[src/rtl/dbuf_uart_tx_pkg.sv]
package dbuf_uart_tx_pkg;

    localparam int ADDR_DATA   = 0;
    localparam int ADDR_CTRL   = 1;
    localparam int ADDR_FRAME  = 2;
    localparam int ADDR_DIV_LO = 3;
    localparam int ADDR_DIV_HI = 4;
    localparam int ADDR_FLAGS  = 5;

    typedef enum logic [2:0] {
        ST_IDLE,
        ST_START,
        ST_DATA,
        ST_PARITY,
        ST_STOP1,
        ST_STOP2
    } tx_state_t;

    typedef struct packed {
        logic       dbl;
        logic       two_stop;
        logic [1:0] par_mode;
        logic [2:0] size_code;
    } frame_cfg_t;

    typedef struct packed {
        logic txc_ie;
        logic dre_ie;
        logic ninth;
        logic en;
    } ctrl_t;

    function automatic logic [3:0] size_to_bits(input logic [2:0] code);
        case (code)
            3'd0:    return 4'd5;
            3'd1:    return 4'd6;
            3'd2:    return 4'd7;
            3'd7:    return 4'd9;
            default: return 4'd8;
        endcase
    endfunction

endpackage

[src/rtl/dbuf_uart_tx_baud.sv]
module dbuf_uart_tx_baud #(
    parameter int DIV_W = 12
) (
    input  logic             clk,
    input  logic             rst_n,
    input  logic [DIV_W-1:0] divisor,
    input  logic             reload,
    output logic             tick
);

    logic [DIV_W-1:0] cnt_q;

    always_ff @(posedge clk or negedge rst_n) begin
        if (!rst_n) begin
            cnt_q <= '0;
        end else if (reload || cnt_q == '0) begin
            cnt_q <= divisor;
        end else begin
            cnt_q <= cnt_q - 1'b1;
        end
    end

    assign tick = (cnt_q == '0) && !reload;

    a_r5_tick_after_reload: assert property (@(posedge clk) disable iff (!rst_n)
        (reload && divisor != '0) |=> !tick);

endmodule

[src/rtl/dbuf_uart_tx_fsm.sv]
module dbuf_uart_tx_fsm
    import dbuf_uart_tx_pkg::*;
#(
    parameter int OSR_NORMAL = 16,
    parameter int OSR_DOUBLE = 8,
    parameter int WORD_W     = 9
) (
    input  logic              clk,
    input  logic              rst_n,
    input  logic              run,
    input  logic              buf_valid,
    input  logic [WORD_W-1:0] buf_word,
    input  frame_cfg_t        cfg,
    input  logic              tick,
    output logic              take,
    output logic              busy,
    output logic              txd_bit,
    output logic              frame_done
);

    localparam int SUB_W = $clog2(OSR_NORMAL);
    localparam int IDX_W = $clog2(WORD_W + 1);

    tx_state_t         state_q, state_d;
    logic [SUB_W-1:0]  sub_q, sub_last;
    logic [IDX_W-1:0]  idx_q, nbits_q, nbits_new;
    logic [WORD_W-1:0] shreg_q, word_mask;
    logic              par_en_q, par_bit_q, two_stop_q;
    logic              bit_end, last_data;

    assign sub_last  = cfg.dbl ? SUB_W'(OSR_DOUBLE - 1) : SUB_W'(OSR_NORMAL - 1);
    assign bit_end   = tick && (state_q != ST_IDLE) && (sub_q == sub_last);
    assign last_data = (idx_q == nbits_q - IDX_W'(1));
    assign nbits_new = IDX_W'(size_to_bits(cfg.size_code));
    assign take      = (state_q == ST_IDLE) && run && buf_valid;

    always_comb begin
        for (int i = 0; i < WORD_W; i++) begin
            word_mask[i] = (i < int'(nbits_new));
        end
    end

    // state register
    always_ff @(posedge clk or negedge rst_n) begin
        if (!rst_n) begin
            state_q <= ST_IDLE;
        end else begin
            state_q <= state_d;
        end
    end

    // next state
    always_comb begin
        state_d = state_q;
        unique case (state_q)
            ST_IDLE:   if (take) state_d = ST_START;
            ST_START:  if (bit_end) state_d = ST_DATA;
            ST_DATA:   if (bit_end && last_data) state_d = par_en_q ? ST_PARITY : ST_STOP1;
            ST_PARITY: if (bit_end) state_d = ST_STOP1;
            ST_STOP1:  if (bit_end) state_d = two_stop_q ? ST_STOP2 : ST_IDLE;
            ST_STOP2:  if (bit_end) state_d = ST_IDLE;
            default:   state_d = ST_IDLE;
        endcase
    end

    // outputs
    always_comb begin
        txd_bit    = 1'b1;
        frame_done = 1'b0;
        unique case (state_q)
            ST_IDLE:   txd_bit = 1'b1;
            ST_START:  txd_bit = 1'b0;
            ST_DATA:   txd_bit = shreg_q[0];
            ST_PARITY: txd_bit = par_bit_q;
            ST_STOP1:  frame_done = bit_end && !two_stop_q;
            ST_STOP2:  frame_done = bit_end;
            default:   txd_bit = 1'b1;
        endcase
    end

    assign busy = (state_q != ST_IDLE);

    // datapath
    always_ff @(posedge clk or negedge rst_n) begin
        if (!rst_n) begin
            sub_q      <= '0;
            idx_q      <= '0;
            nbits_q    <= IDX_W'(8);
            shreg_q    <= '0;
            par_en_q   <= 1'b0;
            par_bit_q  <= 1'b0;
            two_stop_q <= 1'b0;
        end else if (take) begin
            sub_q      <= '0;
            idx_q      <= '0;
            nbits_q    <= nbits_new;
            shreg_q    <= buf_word & word_mask;
            par_en_q   <= cfg.par_mode[1];
            par_bit_q  <= (^(buf_word & word_mask)) ^ cfg.par_mode[0];
            two_stop_q <= cfg.two_stop;
        end else if (tick && busy) begin
            sub_q <= bit_end ? '0 : sub_q + 1'b1;
            if (bit_end && state_q == ST_DATA) begin
                shreg_q <= shreg_q >> 1;
                idx_q   <= idx_q + 1'b1;
            end
        end
    end

    a_r6_second_stop_selected: assert property (@(posedge clk) disable iff (!rst_n)
        (state_q == ST_STOP2) |-> two_stop_q);
    a_r4_data_index_bound: assert property (@(posedge clk) disable iff (!rst_n)
        (state_q == ST_DATA) |-> (idx_q < nbits_q));
    a_r3_start_follows_take: assert property (@(posedge clk) disable iff (!rst_n)
        take |=> (state_q == ST_START) && !txd_bit);

endmodule

[src/rtl/dbuf_uart_tx.sv]
module dbuf_uart_tx
    import dbuf_uart_tx_pkg::*;
#(
    parameter int DIV_W      = 12,
    parameter int ADDR_W     = 3,
    parameter int BUS_W      = 8,
    parameter int OSR_NORMAL = 16,
    parameter int OSR_DOUBLE = 8
) (
    input  logic              clk,
    input  logic              rst_n,
    input  logic              bus_wr,
    input  logic [ADDR_W-1:0] bus_addr,
    input  logic [BUS_W-1:0]  bus_wdata,
    input  logic              txc_ack,
    input  logic              irq_global_en,
    output logic              txd,
    output logic              line_active,
    output logic              dre_flag,
    output logic              txc_flag,
    output logic              dre_irq,
    output logic              txc_irq
);

    localparam int WORD_W = BUS_W + 1;
    localparam int HI_W   = DIV_W - BUS_W;
    localparam int CTRL_W = $bits(ctrl_t);
    localparam int CFG_W  = $bits(frame_cfg_t);

    ctrl_t             ctrl_q;
    frame_cfg_t        frame_q;
    logic [DIV_W-1:0]  div_q, div_next;
    logic [WORD_W-1:0] buf_q;
    logic              buf_full_q, txc_q, drive_q;
    logic              wr_data, wr_ctrl, wr_frame, wr_lo, wr_hi, wr_flags;
    logic              accept, txc_clear;
    logic              tick, take, busy, txd_bit, frame_done;

    assign wr_data  = bus_wr && bus_addr == ADDR_W'(ADDR_DATA);
    assign wr_ctrl  = bus_wr && bus_addr == ADDR_W'(ADDR_CTRL);
    assign wr_frame = bus_wr && bus_addr == ADDR_W'(ADDR_FRAME);
    assign wr_lo    = bus_wr && bus_addr == ADDR_W'(ADDR_DIV_LO);
    assign wr_hi    = bus_wr && bus_addr == ADDR_W'(ADDR_DIV_HI);
    assign wr_flags = bus_wr && bus_addr == ADDR_W'(ADDR_FLAGS);

    assign accept    = wr_data && !buf_full_q;
    assign txc_clear = txc_ack || (wr_flags && bus_wdata[0]);
    assign div_next  = wr_lo ? {div_q[DIV_W-1:BUS_W], bus_wdata} : div_q;

    always_ff @(posedge clk or negedge rst_n) begin
        if (!rst_n) begin
            ctrl_q  <= '0;
            frame_q <= '{dbl: 1'b0, two_stop: 1'b0, par_mode: 2'd0, size_code: 3'd3};
            div_q   <= '0;
        end else begin
            if (wr_ctrl)  ctrl_q  <= ctrl_t'(bus_wdata[CTRL_W-1:0]);
            if (wr_frame) frame_q <= frame_cfg_t'(bus_wdata[CFG_W-1:0]);
            if (wr_lo)    div_q   <= div_next;
            if (wr_hi)    div_q[DIV_W-1:BUS_W] <= bus_wdata[HI_W-1:0];
        end
    end

    always_ff @(posedge clk or negedge rst_n) begin
        if (!rst_n) begin
            buf_q      <= '0;
            buf_full_q <= 1'b0;
            txc_q      <= 1'b0;
            drive_q    <= 1'b0;
        end else begin
            if (accept) begin
                buf_q      <= {ctrl_q.ninth, bus_wdata};
                buf_full_q <= 1'b1;
            end else if (take) begin
                buf_full_q <= 1'b0;
            end
            if (frame_done && !buf_full_q) begin
                txc_q <= 1'b1;
            end else if (txc_clear) begin
                txc_q <= 1'b0;
            end
            drive_q <= ctrl_q.en || (drive_q && (buf_full_q || busy));
        end
    end

    dbuf_uart_tx_baud #(
        .DIV_W (DIV_W)
    ) u_baud (
        .clk     (clk),
        .rst_n   (rst_n),
        .divisor (div_next),
        .reload  (take || wr_lo),
        .tick    (tick)
    );

    dbuf_uart_tx_fsm #(
        .OSR_NORMAL (OSR_NORMAL),
        .OSR_DOUBLE (OSR_DOUBLE),
        .WORD_W     (WORD_W)
    ) u_fsm (
        .clk        (clk),
        .rst_n      (rst_n),
        .run        (drive_q),
        .buf_valid  (buf_full_q),
        .buf_word   (buf_q),
        .cfg        (frame_q),
        .tick       (tick),
        .take       (take),
        .busy       (busy),
        .txd_bit    (txd_bit),
        .frame_done (frame_done)
    );

    assign txd         = drive_q ? txd_bit : 1'b1;
    assign line_active = drive_q;
    assign dre_flag    = !buf_full_q;
    assign txc_flag    = txc_q;
    assign dre_irq     = ctrl_q.dre_ie && irq_global_en && !buf_full_q;
    assign txc_irq     = ctrl_q.txc_ie && irq_global_en && txc_q;

    a_r1_full_blocks_write: assert property (@(posedge clk) disable iff (!rst_n)
        (wr_data && buf_full_q && !take) |=> buf_full_q && $stable(buf_q));
    a_r3_take_empties_buffer: assert property (@(posedge clk) disable iff (!rst_n)
        take |=> !buf_full_q);
    a_r7_txc_after_drain: assert property (@(posedge clk) disable iff (!rst_n)
        $rose(txc_q) |-> $past(frame_done && !buf_full_q));
    a_r8_release_when_drained: assert property (@(posedge clk) disable iff (!rst_n)
        $fell(drive_q) |-> $past(!buf_full_q && !busy && !ctrl_q.en));

endmodule

[config.mk]
export PLATFORM = sky130hd
export DESIGN_NAME = dbuf_uart_tx
export DESIGN_NICKNAME = d
export VERILOG_FILES = /design/src/rtl/dbuf_uart_tx_pkg.sv /design/src/rtl/dbuf_uart_tx_baud.sv /design/src/rtl/dbuf_uart_tx_fsm.sv /design/src/rtl/dbuf_uart_tx.sv
export SDC_FILE = /design/constraint.sdc
export NUM_CORES = 1
export LEC_CHECK = 0
export BUFFER_PORTS_ARGS = -buffer_cell sky130_fd_sc_hd__buf_2
export CORE_MARGIN = 3
export CORE_UTILIZATION = 40
export CTS_BUF_LIST = sky130_fd_sc_hd__clkbuf_4 sky130_fd_sc_hd__clkbuf_8 sky130_fd_sc_hd__clkbuf_16
export CTS_CLUSTER_DIAMETER = 150
export CTS_CLUSTER_SIZE = 12
export DETAILED_ROUTE_END_ITERATION = 16
export SLEW_MARGIN = 10
export SYNTH_ARGS = -nofsm -noshare
export SYNTH_HDL_FRONTEND = slang
export SYNTH_SLANG_ARGS = --single-unit
export TNS_END_PERCENT = 50
[constraint.sdc]
create_clock -name clk -period 2.7 [get_ports clk]
set_input_delay 0.81 -clock clk [delete_from_list [all_inputs] [get_ports clk]]
set_output_delay 0.81 -clock clk [all_outputs]
set_load 0.01 [all_outputs]
==> results.toml <==
[finish]
syn2layout_area_growth_pct = 13.96
antenna_cells = 0
multi_input_area_um2 = 1727
final_area_um2 = 4218
seqCellArea_um2 = 1856
layout_common_cells = "dfrtp_1, nand2_1, nor2_1"
num-fill-cells = 831
final_layout_size_suffix_gt1_share_pct = 22.28
nNetsFinal = 411
final_common_cell = "dfrtp_1"

[die]
top_level_ports = 22
initial_utilization_pct = 41.83
rows = 34
die_h_um = 102.2
core_area_um2 = 8848
die_width_um = 102.2
dieArea_um2 = 10440

[yosys]
synth_cell_type_count = 50
ys.flop_type = "dfrtp_1"
ys_ff_latch = 74
synth_area_per_cell_um2 = 10.31
syn_area_um2 = 3701
yosysSeqAreaShare_pct = 50.14
yosysWarnings = 0
synthCells = 359
synth_edf_count = 0
syn_nets = 380
synth-async-reset-ratio_pct = 100.0

[grt]
antenna_found_initial = 0
grt_pass1_wl_um = 13420
grt_pass1_vias = 2656
grt_max_degree = 40
overflow = 0
grt_use_total_pct = 16.72

[worst_setup_path]
cp_slowest_stage_delay_ns = 0.48
cp-end-kind = "register"
crit_type = "reg2reg"
slowest_stage = "o41ai_1"
start_kind = "register"
cp_top_family = "simple AND/OR/NAND/NOR gates"
path_cells = "nor4_4 > nand4_4 > nor4_4 > buf_4 > nand2_1 > o41ai_1"
cp.arrival_ns = 2.58
crit_fanout = 8
crit_path_frequent_cell = "nor4_4"
cp.required_ns = 2.88
path_buf_inv = 1

[sta]
rsz0062_at_grt = "no"
tns_ns = 0
setup_violations = 0
max_slew_margin_pct = 61.14
hold_viol = 0
fin_skew_ns = 0.008805
min_period_ns = 2.402
slew_violations = 0
finalCritPeriodShare_pct = 88.95
worst_pin_slew_ns = 0.5754
max_freq_mhz = 416.4

[pwr]
ir_worst_vdd_v = 0.0003456
p_leak_nw = 1.904
power.density_nw_per_um2 = 772.9

[clock_tree]
ctsResizeCount = 0
cts_tree = "yes"
cts_root_buffer = "clkbuf_8"
cts.path.max_buffers = 2
numCtsBuffers = 9
cts_hold_buf = 0
clk_latency_ns = 0.34
clk_pin_slew_ns = 0.08
cts_max_level = 3
cts_setup_buffers = 0
cts_num_sinks = 74

[detailed_routing]
via_per_inst = 5.306
wire_per_inst_um = 15.99
drtIter0Drc = 221
drc = 0
drtAntennaViolNets = 0
vias = 2669
firstDrtPassIters = 4
finalWirelength_um = 8045

[placement]
gp_congestion = 0.8194
place_area_um2 = 3971
hpwl_um = 5864
portBuffers = 21

[flow_run]
drv_cap = 0

[min_path]
holdCritPathClass = "in2async"

[outcome]
outcome = "completed"
==> metal layers <==
| layer | routed length [µm] | part of all wire (%) | global-route usage (%) |
|---|---|---|---|
| met5 | 0 | 0 | 0 |
| met3 | 177 | 2.2 | 2.662 |
| met2 | 3703 | 46 | 25.44 |
| met4 | 80 | 0.99 | 5.550 |
| met1 | 4084 | 51 | 24.45 |
==> cells by family after synthesis <==
group / share of synthesized area [%]
buf+inv: 3.212
compound gates: 9.602
mux: 7.539
xor+xnor: 6.052
simple gates: 21.77
flops: 50.14
fa+ha+maj: 1.690
==> final timing paths <==
kind	startpoint	endpoint	cells past startpoint	slack, ns
max	u_baud.cnt_q[5]	txc_flag	6	0.30
min	rst_n	buf_q[1]	1	0.43
max reg2reg	u_baud.cnt_q[5]	txc_flag	6	0.30
min reg2reg	frame_q[5]	u_fsm.two_stop_q	2	0.47
max in group asynchronous	rst_n	u_fsm.nbits_q[3]	2	1.63
min in group clk	frame_q[5]	u_fsm.two_stop_q	2	0.47
==> stage by stage <==
step / instances / hold WS (ns) / setup slack [ns] / utilization (%) / power (mW)
floorplan: 359 / 0.4305 / 0.4226 / - / 2.013
global placement: 487 / 0.4411 / 0.2958 / 44.88 / 2.193
detailed placement: 487 / 0.4526 / 0.3408 / 44.88 / 2.213
CTS: 503 / 0.4386 / 0.3480 / 47.67 / 3.286
global route: 503 / 0.4594 / 0.2174 / 47.67 / 3.430
finish: 503 / 0.4349 / 0.2984 / 47.67 / 3.260
==> report_power, final <==
| part | leakage, nW | switching (mW) | internal [mW] |
|---|---|---|---|
| Sequential | 0.895 | 0.196 | 1.33 |
| Combinational | 0.889 | 0.314 | 0.361 |
| Clock | 0.120 | 0.434 | 0.628 |
| Total | 1.90 | 0.943 | 2.32 |
==> Yosys cell counts, types with 3 or more instances <==
master | n | area [µm²]
dfrtp_1 | 71 | 1777
nand2_1 | 59 | 221.5
nor2_1 | 26 | 97.59
mux2_2 | 23 | 259.0
o21ai_0 | 15 | 75.07
xnor2_1 | 15 | 131.4
a21oi_1 | 14 | 70.07
inv_1 | 11 | 41.29
clkbuf_1 | 10 | 37.54
nor3_1 | 10 | 50.05
nand3_1 | 9 | 45.04
a221o_1 | 8 | 80.08
xor2_1 | 8 | 70.07
nand2b_1 | 7 | 43.79
and2_1 | 6 | 37.54
ha_1 | 5 | 62.56
and3_1 | 4 | 25.02
or3_1 | 4 | 25.02
a31oi_1 | 3 | 18.77
and3_2 | 3 | 22.52
dfstp_2 | 3 | 78.83
nand3b_1 | 3 | 22.52
nand4_1 | 3 | 18.77
nor2b_1 | 3 | 18.77
nor3b_1 | 3 | 22.52
nor4_4 | 3 | 63.81
==> area by class of cell <==
class | instances | area share, %
clock inverter | 6 | 2.729
multi-input combinational | 259 | 40.94
tap | 108 | 3.204
sequential | 74 | 43.99
timing repair buffer | 35 | 5.043
clock buffer | 10 | 3.115
inverter | 11 | 0.9789
==> worst reg2reg max path, delay by kind of cell (launching register included) <==
family | cells | cell delay [ns]
DFF | 1 | 0.46
and+or+nand+nor | 4 | 1.10
AOI/OAI and AO/OA | 1 | 0.48
buffers and inverters | 1 | 0.19
==> registers in the layout, summed over array words and instances (netlist names) <==
| signal | count |
|---|---|
| txc_flag | 1 |
| buf_q | 9 |
| u_fsm.nbits_q | 4 |
| line_active | 1 |
| div_q | 12 |
| u_fsm.par_en_q | 1 |
| u_baud.cnt_q | 12 |
| buf_full_q | 1 |
| u_fsm.par_bit_q | 1 |
| u_fsm.two_stop_q | 1 |
| u_fsm.idx_q | 4 |
| u_fsm.state_q | 3 |
| ctrl_q | 4 |
| u_fsm.sub_q | 4 |
| u_fsm.shreg_q | 9 |
| frame_q | 7 |
Note: power is estimated with default switching activity, not from simulation.
